$ cat src/rtl/spi_rate_pkg.sv
package spi_rate_pkg;
  localparam int PRE_W = 3;
  localparam int SEL_W = 3;
  localparam int REG_W = PRE_W + SEL_W + 2;
  localparam int CNT_W = PRE_W + (1 << SEL_W);

  typedef struct packed {
    logic [PRE_W-1:0] pre;
    logic [SEL_W-1:0] sel;
  } rate_cfg_t;

  // bus clocks between two toggle strobes (half the serial period)
  function automatic int unsigned half_cycles(input int unsigned pre, input int unsigned sel);
    return (pre + 1) << sel;
  endfunction

  // bus clocks per full serial clock period
  function automatic int unsigned full_divisor(input int unsigned pre, input int unsigned sel);
    return (pre + 1) << (sel + 1);
  endfunction
endpackage

$ cat src/rtl/spi_rate_reg.sv
module spi_rate_reg
  import spi_rate_pkg::*;
(
  input  logic             clk,
  input  logic             rst_n,
  input  logic             wr_en,
  input  logic [REG_W-1:0] wr_data,
  input  logic             master_mode,
  output logic [REG_W-1:0] rd_data,
  output rate_cfg_t        cfg,
  output logic             abort_q
);
  localparam int PRE_LO = SEL_W + 1;
  localparam int PRE_HI = SEL_W + PRE_W;

  rate_cfg_t cfg_q;
  rate_cfg_t cfg_wr;
  logic      fields_differ;
  logic      abort_evt;

  assign cfg_wr.pre    = wr_data[PRE_HI:PRE_LO];
  assign cfg_wr.sel    = wr_data[SEL_W-1:0];
  assign fields_differ = (cfg_wr != cfg_q);
  assign abort_evt     = wr_en && master_mode && fields_differ;

  always_ff @(posedge clk) begin
    if (!rst_n) begin
      cfg_q   <= '0;
      abort_q <= 1'b0;
    end else begin
      if (wr_en) cfg_q <= cfg_wr;
      abort_q <= abort_evt;
    end
  end

  assign cfg     = cfg_q;
  assign rd_data = {1'b0, cfg_q.pre, 1'b0, cfg_q.sel};

  // an abort is always preceded by a master-mode write
  p_abort_src_r7: assert property (@(posedge clk) disable iff (!rst_n)
    abort_q |-> $past(wr_en && master_mode));
  // slave-mode writes never abort
  p_slave_quiet_r8: assert property (@(posedge clk) disable iff (!rst_n)
    (wr_en && !master_mode) |=> !abort_q);
  // register content is stable without a write
  p_hold_r10: assert property (@(posedge clk) disable iff (!rst_n)
    !wr_en |=> $stable(rd_data));
endmodule

$ cat src/rtl/spi_rate_div.sv
module spi_rate_div
  import spi_rate_pkg::*;
(
  input  logic      clk,
  input  logic      rst_n,
  input  logic      run_en,
  input  logic      abort,
  input  rate_cfg_t cfg,
  output logic      tick
);
  logic [CNT_W-1:0] cnt;
  logic [CNT_W-1:0] limit;
  logic             at_limit;
  logic             hold_clr;

  assign limit    = CNT_W'(half_cycles(int'(cfg.pre), int'(cfg.sel))) - CNT_W'(1);
  assign at_limit = (cnt >= limit);
  assign hold_clr = !run_en || abort;

  always_ff @(posedge clk) begin
    if (!rst_n)         cnt <= '0;
    else if (hold_clr)  cnt <= '0;
    else if (at_limit)  cnt <= '0;
    else                cnt <= cnt + CNT_W'(1);
  end

  assign tick = run_en && !abort && at_limit;

  // each strobe restarts the half period
  p_wrap_r4: assert property (@(posedge clk) disable iff (!rst_n)
    tick |=> (cnt == '0));
  // a disabled divider is held cleared
  p_idle_clear_r6: assert property (@(posedge clk) disable iff (!rst_n)
    !run_en |=> (cnt == '0));
  // an abort clears the count
  p_abort_clear_r9: assert property (@(posedge clk) disable iff (!rst_n)
    abort |=> (cnt == '0));
  // the count never exceeds the largest half period
  p_no_overflow_r5: assert property (@(posedge clk) disable iff (!rst_n)
    cnt < CNT_W'(half_cycles(7, 7)));
endmodule

$ cat src/rtl/spi_rate_gen.sv
module spi_rate_gen
  import spi_rate_pkg::*;
(
  input  logic             clk,
  input  logic             rst_n,
  input  logic             wr_en,
  input  logic [REG_W-1:0] wr_data,
  output logic [REG_W-1:0] rd_data,
  input  logic             master_mode,
  input  logic             run_en,
  output logic             half_tick,
  output logic             xfer_abort
);
  rate_cfg_t cfg;
  logic      abort_w;

  spi_rate_reg u_reg (
    .clk(clk), .rst_n(rst_n), .wr_en(wr_en), .wr_data(wr_data),
    .master_mode(master_mode), .rd_data(rd_data), .cfg(cfg), .abort_q(abort_w)
  );

  spi_rate_div u_div (
    .clk(clk), .rst_n(rst_n), .run_en(run_en), .abort(abort_w),
    .cfg(cfg), .tick(half_tick)
  );

  assign xfer_abort = abort_w;

  // no strobe in the abort cycle
  p_abort_no_tick_r9: assert property (@(posedge clk) disable iff (!rst_n)
    xfer_abort |-> !half_tick);
endmodule

$ cat config.mk
export PLATFORM = sky130hd
export DESIGN_NAME = spi_rate_gen
export DESIGN_NICKNAME = d
export VERILOG_FILES = /design/src/rtl/spi_rate_pkg.sv /design/src/rtl/spi_rate_reg.sv /design/src/rtl/spi_rate_div.sv /design/src/rtl/spi_rate_gen.sv
export SDC_FILE = /design/constraint.sdc
export NUM_CORES = 1
export LEC_CHECK = 0
export BUFFER_PORTS_ARGS = -buffer_cell sky130_fd_sc_hd__buf_2
export CORE_UTILIZATION = 52
export DETAILED_ROUTE_END_ITERATION = 12
export PLACE_DENSITY_LB_ADDON = 0.3
export SLEW_MARGIN = 20
export SYNTH_ARGS = -nofsm -noshare
export SYNTH_HDL_FRONTEND = slang
export SYNTH_SLANG_ARGS = --single-unit
export TNS_END_PERCENT = 1
$ cat constraint.sdc
create_clock -name clk -period 3.45 [get_ports clk]
set_input_delay 0.1725 -clock clk [delete_from_list [all_inputs] [get_ports clk]]
set_output_delay 0.1725 -clock clk [all_outputs]
set_load 0.05 [all_outputs]
Word level (Yosys, flattened, before mapping)
Index checks and enable logic that the tools add are counted.
{"block": "totals", "word_cells": 19, "inputBits": 13, "out_inout_bits": 10, "ff_bits": 18}
{"block": "op_classes", "n_shift": 1, "magnitude_cmp": 1, "n_eq_ne": 1, "add_sub_neg": 3, "reduce_logical": 8, "n_bitwise": 1}
{"operator": "<< shifter 32 x 3 -> 11 bit", "count": 1}
{"operator": "adder 11 x 1 -> 11 bit, second input constant", "count": 1}
{"operator": ">= comparator 11 bit", "count": 1}
{"operator": "subtractor 11 x 1 -> 11 bit, second input constant", "count": 1}
{"operator": "!= test 6 bit", "count": 1}
{"operator": "adder 3 x 1 -> 4 bit, second input constant", "count": 1}
{"operator": "logical AND 1 bit", "count": 4}
{"operator": "OR reduction 3 bit", "count": 1}
{"operator": "zero test 1 bit", "count": 2}
{"operator": "logical OR 1 bit", "count": 1}
{"operator": "inverter 1 bit", "count": 1}

Longest topological paths before layout
Gate-level depths: netlist (run 1).
{"block": "logic_depth", "word_depth": 5, "ltp_mapped": 17, "depth_no_buf": 16}

Hierarchy
From an unflattened synthesis (run 1), not the netlist that was laid out.
{"block": "hier_totals", "cells_unflattened": 203, "area_unflattened_um2": 1674.1}
{"module": "spi_rate_div", "area_each_um2": 1295.0, "n_inst": 1, "seq_area_each_um2": 220.2, "cells_each": 164}
{"module": "spi_rate_reg", "area_each_um2": 379.1, "n_inst": 1, "seq_area_each_um2": 140.1, "cells_each": 39}

Worst setup path before layout (run 1)
OpenSTA, ideal clock, no wires.
{"block": "synth_timing", "kind": "flip-flop to output port", "from": "register u_reg.cfg_q (netlist bit u_reg.cfg[4])", "to": "output port half_tick", "n_path_buf": 0, "stages_incl_launch_ff": 16, "setup_slack_ps": -1346, "t_required_ps": 3277, "t_arrival_ps": 4623, "cell_sequence": "dfxtp_1 -> ha_1 -> nand2b_1 -> o21ai_0 -> nor2b_1 -> nand2_1 -> ha_1 -> nand2_1 -> o21ai_1 -> nand2_1 -> xnor2_1 -> ha_1 -> nand4_1 -> o21a_1 -> o21ai_0 -> nor4b_1"}
{"block": "synth_via", "elab_chain_len": 5}
{"element": "from (decl)", "line": "spi_rate_reg.sv:16", "rtl": "rate_cfg_t cfg_q;"}
{"element": "from (signal assigned)", "line": "spi_rate_reg.sv:31", "rtl": "if (wr_en) cfg_q <= cfg_wr;"}
{"element": "adder 3 x 1 -> 4 bit", "line": "spi_rate_pkg.sv:14", "rtl": "return (pre + 1) << sel;"}
{"element": "<< shifter 32 x 3 -> 11 bit", "line": "spi_rate_pkg.sv:14"}
{"element": "subtractor 11 x 1 -> 11 bit", "line": "spi_rate_div.sv:16", "rtl": "assign limit = CNT_W'(half_cycles(int'(cfg.pre), int'(cfg.sel))) - CNT_W'(1);"}
{"element": ">= comparator 11 bit", "line": "spi_rate_div.sv:17", "rtl": "assign at_limit = (cnt >= limit);"}
{"element": "logical AND 1 bit", "line": "spi_rate_div.sv:27", "rtl": "assign tick = run_en && !abort && at_limit;"}
{"element": "to (decl)", "line": "spi_rate_gen.sv:11", "rtl": "output logic half_tick,"}
Every way passes these cells.

Worst setup path after layout (run 1)
{"block": "layout_timing", "from": "register u_reg.cfg_q (netlist bit u_reg.cfg[3])", "to": "output port half_tick"}
Same word-level chain as after synthesis.

==> flow_summary.json, run 1 <==
{
  "hold_ws_ns": 0.0964,
  "n_antenna_cell": 0,
  "gp_congestion": 0.881,
  "ys_async_sr_fraction_pct": 0,
  "drv_slew": 0,
  "r2r_slack_ns": 0.11,
  "ff_latch_area_sq_um": 375,
  "grtUsageTotal_pct": 23.7,
  "p_per_area_mw_per_mm2": 307,
  "overflow": 0,
  "ys_ff_latch": 18,
  "fillCellCount": 226,
  "path_class": "reg2out",
  "worst_setup_path_end_kind": "output port",
  "min_period_ns": 3.43,
  "synth_top_area_cell": "dfxtp_1",
  "wl_per_cell_um": 15.2,
  "clkSlewWorstSetupHoldPaths_ns": 0.11,
  "synthTopCellsByArea": "dfxtp_1 (21%), ha_1 (10%), xor2_1 (5.6%), xnor2_1 (5.1%), nor2_1 (4.4%)",
  "initial_core_util_pct": 55.4,
  "cap_violations": 0,
  "die_x_um": 59.3,
  "timing.fmax_mhz": 292,
  "synth_seq_area_share_pct": 21.1,
  "fin_cells": 288,
  "cellLeakagePower_nw": 0.928,
  "syn-instance-count": 216,
  "multi_input_area_sq_mm": 0.00144,
  "first_global_vias": 1421,
  "fin_setup_tns_ns": 0,
  "ys_warn_count": 0,
  "area_growth_pct": 28.8,
  "hold_viol_final": 0,
  "final_common_cell": "nor2_1",
  "nets": 272,
  "grt_first_pass_wirelength_um": 6330,
  "die_y_um": 59.3,
  "clock-sinks": 18,
  "grt.met2_usage_pct": 37.4,
  "coreArea_sq_mm": 0.00308,
  "top_usage_layer": "met2",
  "grt_use_met3_pct": 3.49,
  "wl_um": 4390,
  "status": "finished clean",
  "synth.distinct_cells": 52,
  "avgViaCountPerCell": 5.72,
  "dpl.cell_count": 276,
  "antenna_left": 0,
  "synth_edf_count": 0,
  "period_share_pct": 99.4,
  "die-area_sq_mm": 0.00352,
  "cts-buffers-inserted": 3,
  "peakVddDrop_v": 0.000224,
  "drive_gt1_share_pct": 34.0,
  "drc": 0,
  "drtPass1Iterations": 4,
  "startpoint_type": "flip-flop",
  "met1_usage_pct": 32.7,
  "final_cell_mix": "nor2_1 (20), buf_2 (17), buf_4 (17)",
  "finalSetupViolations": 0,
  "grt_start_max_net_pins": 29,
  "rsz0062_at_grt": "true",
  "synth_top_area_share_pct": 21.1,
  "syn_area_sq_mm": 0.00171,
  "cts_buffer_depth": 2,
  "crit_path_max_fanout": 5,
  "p_total_w": 0.000676,
  "dr.first_iter.drc_count": 53,
  "hold_path_class": "in2reg",
  "cts-root-buf": "clkbuf_4",
  "vias": 1647,
  "cts_max_level": 1,
  "clock_latency_ns": 0.32,
  "synth.avg_cell_area_sq_um": 7.90,
  "finalClockSkew_ns": 0.00693,
  "io_pins": 23,
  "dp_hpwl_um": 2810,
  "tritoncts": "yes",
  "yosys_most_used_dff": "dfxtp_1",
  "antenna_found_initial": 0,
  "core.rowCount": 20,
  "cp.arrival_ns": 3.26,
  "portBuffers": 18,
  "required_ns": 3.28
}
## final timing paths
check / endpoint / startpoint / depth (start not counted)
setup / recovery: half_tick / u_reg.cfg[3] / 14
hold / removal: u_reg.abort_q / master_mode / 3
setup reg to reg: u_div.cnt[5] / u_reg.cfg[3] / 16
hold reg to reg: u_div.cnt[0] / u_div.cnt[0] / 1
## layout make-up
cell class | instances | share of cell area (%)
Multi-Input combinational cell | 177 | 65.7
Sequential cell | 18 | 17.1
Timing Repair Buffer | 38 | 11.9
Tap cell | 44 | 2.50
Clock buffer | 4 | 1.65
Inverter | 7 | 1.20
## cell families (layout without fill, tap and decap cells)
family,Yosys count,after routing,synth area share (%)
AND/OR/NAND/NOR,81,81,25.8
adder cells (fa/ha/maj),14,14,10.3
multiplexers,6,6,3.52
other,1,2,0.220
AO/OA/AOI/OAI,52,52,20.7
flip-flops,18,18,21.1
XOR/XNOR,22,22,11.7
buffers and inverters,22,49,6.67
## where the power goes
part | switching, W | internal, W | leakage (nW)
Sequential | 0.0000159 | 0.000213 | 0.150
Combinational | 0.000165 | 0.000140 | 0.758
Clock | 0.0000768 | 0.0000647 | 0.0210
Total | 0.000258 | 0.000418 | 0.928
## Yosys cell counts (all sizes together) (9+ instances only)
master and instances:
xnor2 10, nand3 10, a21oi 15, nor2 20
dfxtp 18, xor2 12, ha 14, nor2b 9
o21ai 10, buf 13, nand2 12
## sequential cells by signal (all words and copies together) (netlist names)
register and count:
u_reg.abort_q 1, u_reg.cfg 6, u_div.cnt 11
## metal layers
| layer | up-vias | wire [um] |
|---|---|---|
| li1 | 828 | - |
| met1 | 777 | 2000 |
| met2 | 33 | 2200 |
| met3 | 9 | 90 |
| met4 | 0 | 99 |
| met5 | - | 0 |
## stage by stage
step | util [%] | instance area, sq um | setup WS (ns)
global placement | 61.8 | 1900 | 0.112
detailed placement | 61.8 | 1900 | 0.0158
CTS | 66.1 | 2040 | 0.00859
finish | 71.4 | 2200 | 0.0216
global route | 71.4 | 2200 | -0.140
floorplan | - | 1760 | 0.00646
## worst max-delay path, stage by stage (launching register included)
cell and delay (ns):
dfxtp_4 0.37, ha_4 0.17, xor2_4 0.17, nand4bb_1 0.21, o221ai_2 0.25, buf_4 0.16, nand4_1 0.15, xnor2_1 0.22
a21oi_2 0.09, ha_2 0.32, o21ai_0 0.10, nand2b_1 0.15, a21oi_4 0.09, nor4b_4 0.27, buf_6 0.19
## timing repair
action,4_1_cts,5_1_grt
gates resized for setup,17,28
cloned,0,0
pin swaps,4,13
hold buffers,0,0
setup endpoints to repair,1,12
buffers inserted,3,5
Note: power is estimated with default switching activity, not from simulation.
==> run 2, diff against run 1 <==
- CORE_UTILIZATION: 52 -> 58
- clock period: 3.45 -> 3.5 ns (I/O delays scaled with it)
==> flow_summary.json, run 2 (synthesized netlist as in run 1, its figures left out) <==
{
  "cap_violations": 0,
  "setup_ws_ns": -0.0718,
  "r2r_slack_ns": 0.19,
  "slew_headroom_pct": 67.1,
  "fin_setup_tns_ns": -0.0718,
  "nets": 269,
  "period_share_pct": 102,
  "area_growth_pct": 22.9,
  "final_cell_mix": "nor2_1 (20), buf_2 (17), buf_4 (15)",
  "portBuffers": 18,
  "clkSlewWorstSetupHoldPaths_ns": 0.10,
  "die_y_um": 56.2,
  "rsz0062_at_grt": "true",
  "utilization_pct": 75.4,
  "violations": "negative setup slack",
  "drv_slew": 0,
  "hold_viol_final": 0,
  "final_common_cell": "nor2_1",
  "die-area_sq_mm": 0.00316,
  "cellLeakagePower_nw": 0.885,
  "initial_core_util_pct": 61.4,
  "tritoncts": "yes",
  "clock-sinks": 18,
  "path_class": "reg2out",
  "grt_start_max_net_pins": 29,
  "fin_cells": 272,
  "cts-buffers-inserted": 3,
  "wl_per_cell_um": 16.7,
  "worstMarginPinSlew_ns": 0.487,
  "multi_input_area_sq_mm": 0.00139,
  "clock_latency_ns": 0.30,
  "min_period_ns": 3.57,
  "grtUsageTotal_pct": 27.6,
  "dp_hpwl_um": 2670,
  "p_per_area_mw_per_mm2": 302,
  "crit_path_max_fanout": 12,
  "dpl.cell_count": 262,
  "vias": 1736,
  "regMostFlops": "u_div.cnt",
  "hold_path_class": "in2reg",
  "coreArea_sq_mm": 0.00278,
  "antenna_found_initial": 0,
  "grt_first_pass_wirelength_um": 6850,
  "pre_cts_slack_ns": 0.0201,
  "first_global_vias": 1483,
  "finalClockSkew_ns": 0.00184,
  "drtPass1Iterations": 4,
  "finalSetupViolations": 1,
  "drc": 0,
  "peakVddDrop_v": 0.000377,
  "gp_congestion": 0.839,
  "antenna_left": 0,
  "die_x_um": 56.2,
  "cp.arrival_ns": 3.40,
  "largest_reg_flops": 11,
  "cts_buffer_depth": 2,
  "core.rowCount": 19,
  "dr.first_iter.drc_count": 68,
  "overflow": 0,
  "n_antenna_cell": 0,
  "avgViaCountPerCell": 6.38,
  "io_pins": 23,
  "fillCellCount": 182,
  "cts_max_level": 1,
  "status": "complete, but fails checks",
  "cts-root-buf": "clkbuf_4",
  "worst_setup_path_end_kind": "output port",
  "required_ns": 3.32,
  "wl_um": 4540,
  "ff_latch_area_sq_um": 373,
  "startpoint_type": "flip-flop",
  "timing.fmax_mhz": 280,
  "drive_gt1_share_pct": 29.0
}
[run 2: worst max-delay path, stage by stage (launching register included)]
cell,delay (ns)
dfxtp_2,0.40
ha_4,0.23
buf_6,0.14
and3b_1,0.19
a211o_2,0.31
a21oi_4,0.15
and2_4,0.20
a211o_1,0.14
a21oi_1,0.07
ha_1,0.19
a21o_1,0.18
a21o_1,0.18
a21oi_1,0.15
o21a_1,0.18
o21ai_1,0.07
nor4b_4,0.14
buf_6,0.16
[run 2: power breakdown]
part           switching (W)  internal [W]
clock              0.0000692     0.0000636
sequential         0.0000164      0.000210
combinational       0.000153      0.000121
total               0.000239      0.000395
[run 2: final timing paths]
path                startpoint       endpoint  cells past startpoint
setup / recovery  u_reg.cfg[3]      half_tick                     16
hold / removal     master_mode  u_reg.abort_q                      3
setup reg to reg  u_reg.cfg[3]  u_div.cnt[10]                     17
hold reg to reg   u_div.cnt[0]   u_div.cnt[0]                      1
[run 2: repair_timing]
action	in CTS	in global routing
pin swaps	3	6
resized for setup	16	15
buffers inserted	3	3
endpoints found under the setup margin	1	12
hold buffers	0	0
endpoints found under the hold margin	0	0
[run 2: layer usage]
metal  routed length, um  share of wire [%]  GRT usage (%)  vias to the layer above
met5                   0                  0              0                        -
met1                1880                 41           38.2                      815
met3                 239                5.3           2.79                       18
met4                 149                3.3           11.1                        0
li1                    -                  -              -                      816
met2                2270                 50           43.7                       87
[run 2: through the flow]
| step | total power [W] | cell area, sq um | hold WS [ns] |
|---|---|---|---|
| final | 0.000634 | 2100 | 0.105 |
| after global routing | 0.000665 | 2100 | 0.111 |
| after CTS | 0.000599 | 1990 | 0.110 |
| after detailed placement | 0.000450 | 1860 | 0.430 |
| after global placement | 0.000445 | 1860 | 0.431 |
| after floorplan | 0.000402 | 1740 | 0.302 |
[run 2: final cells by class]
| type | count | share of cell area (%) |
|---|---|---|
| Inverter | 7 | 1.25 |
| Clock buffer | 4 | 1.73 |
| Multi-Input combinational cell | 177 | 66.4 |
| Sequential cell | 18 | 17.8 |
| Tap cell | 31 | 1.85 |
| Timing Repair Buffer | 35 | 11.0 |
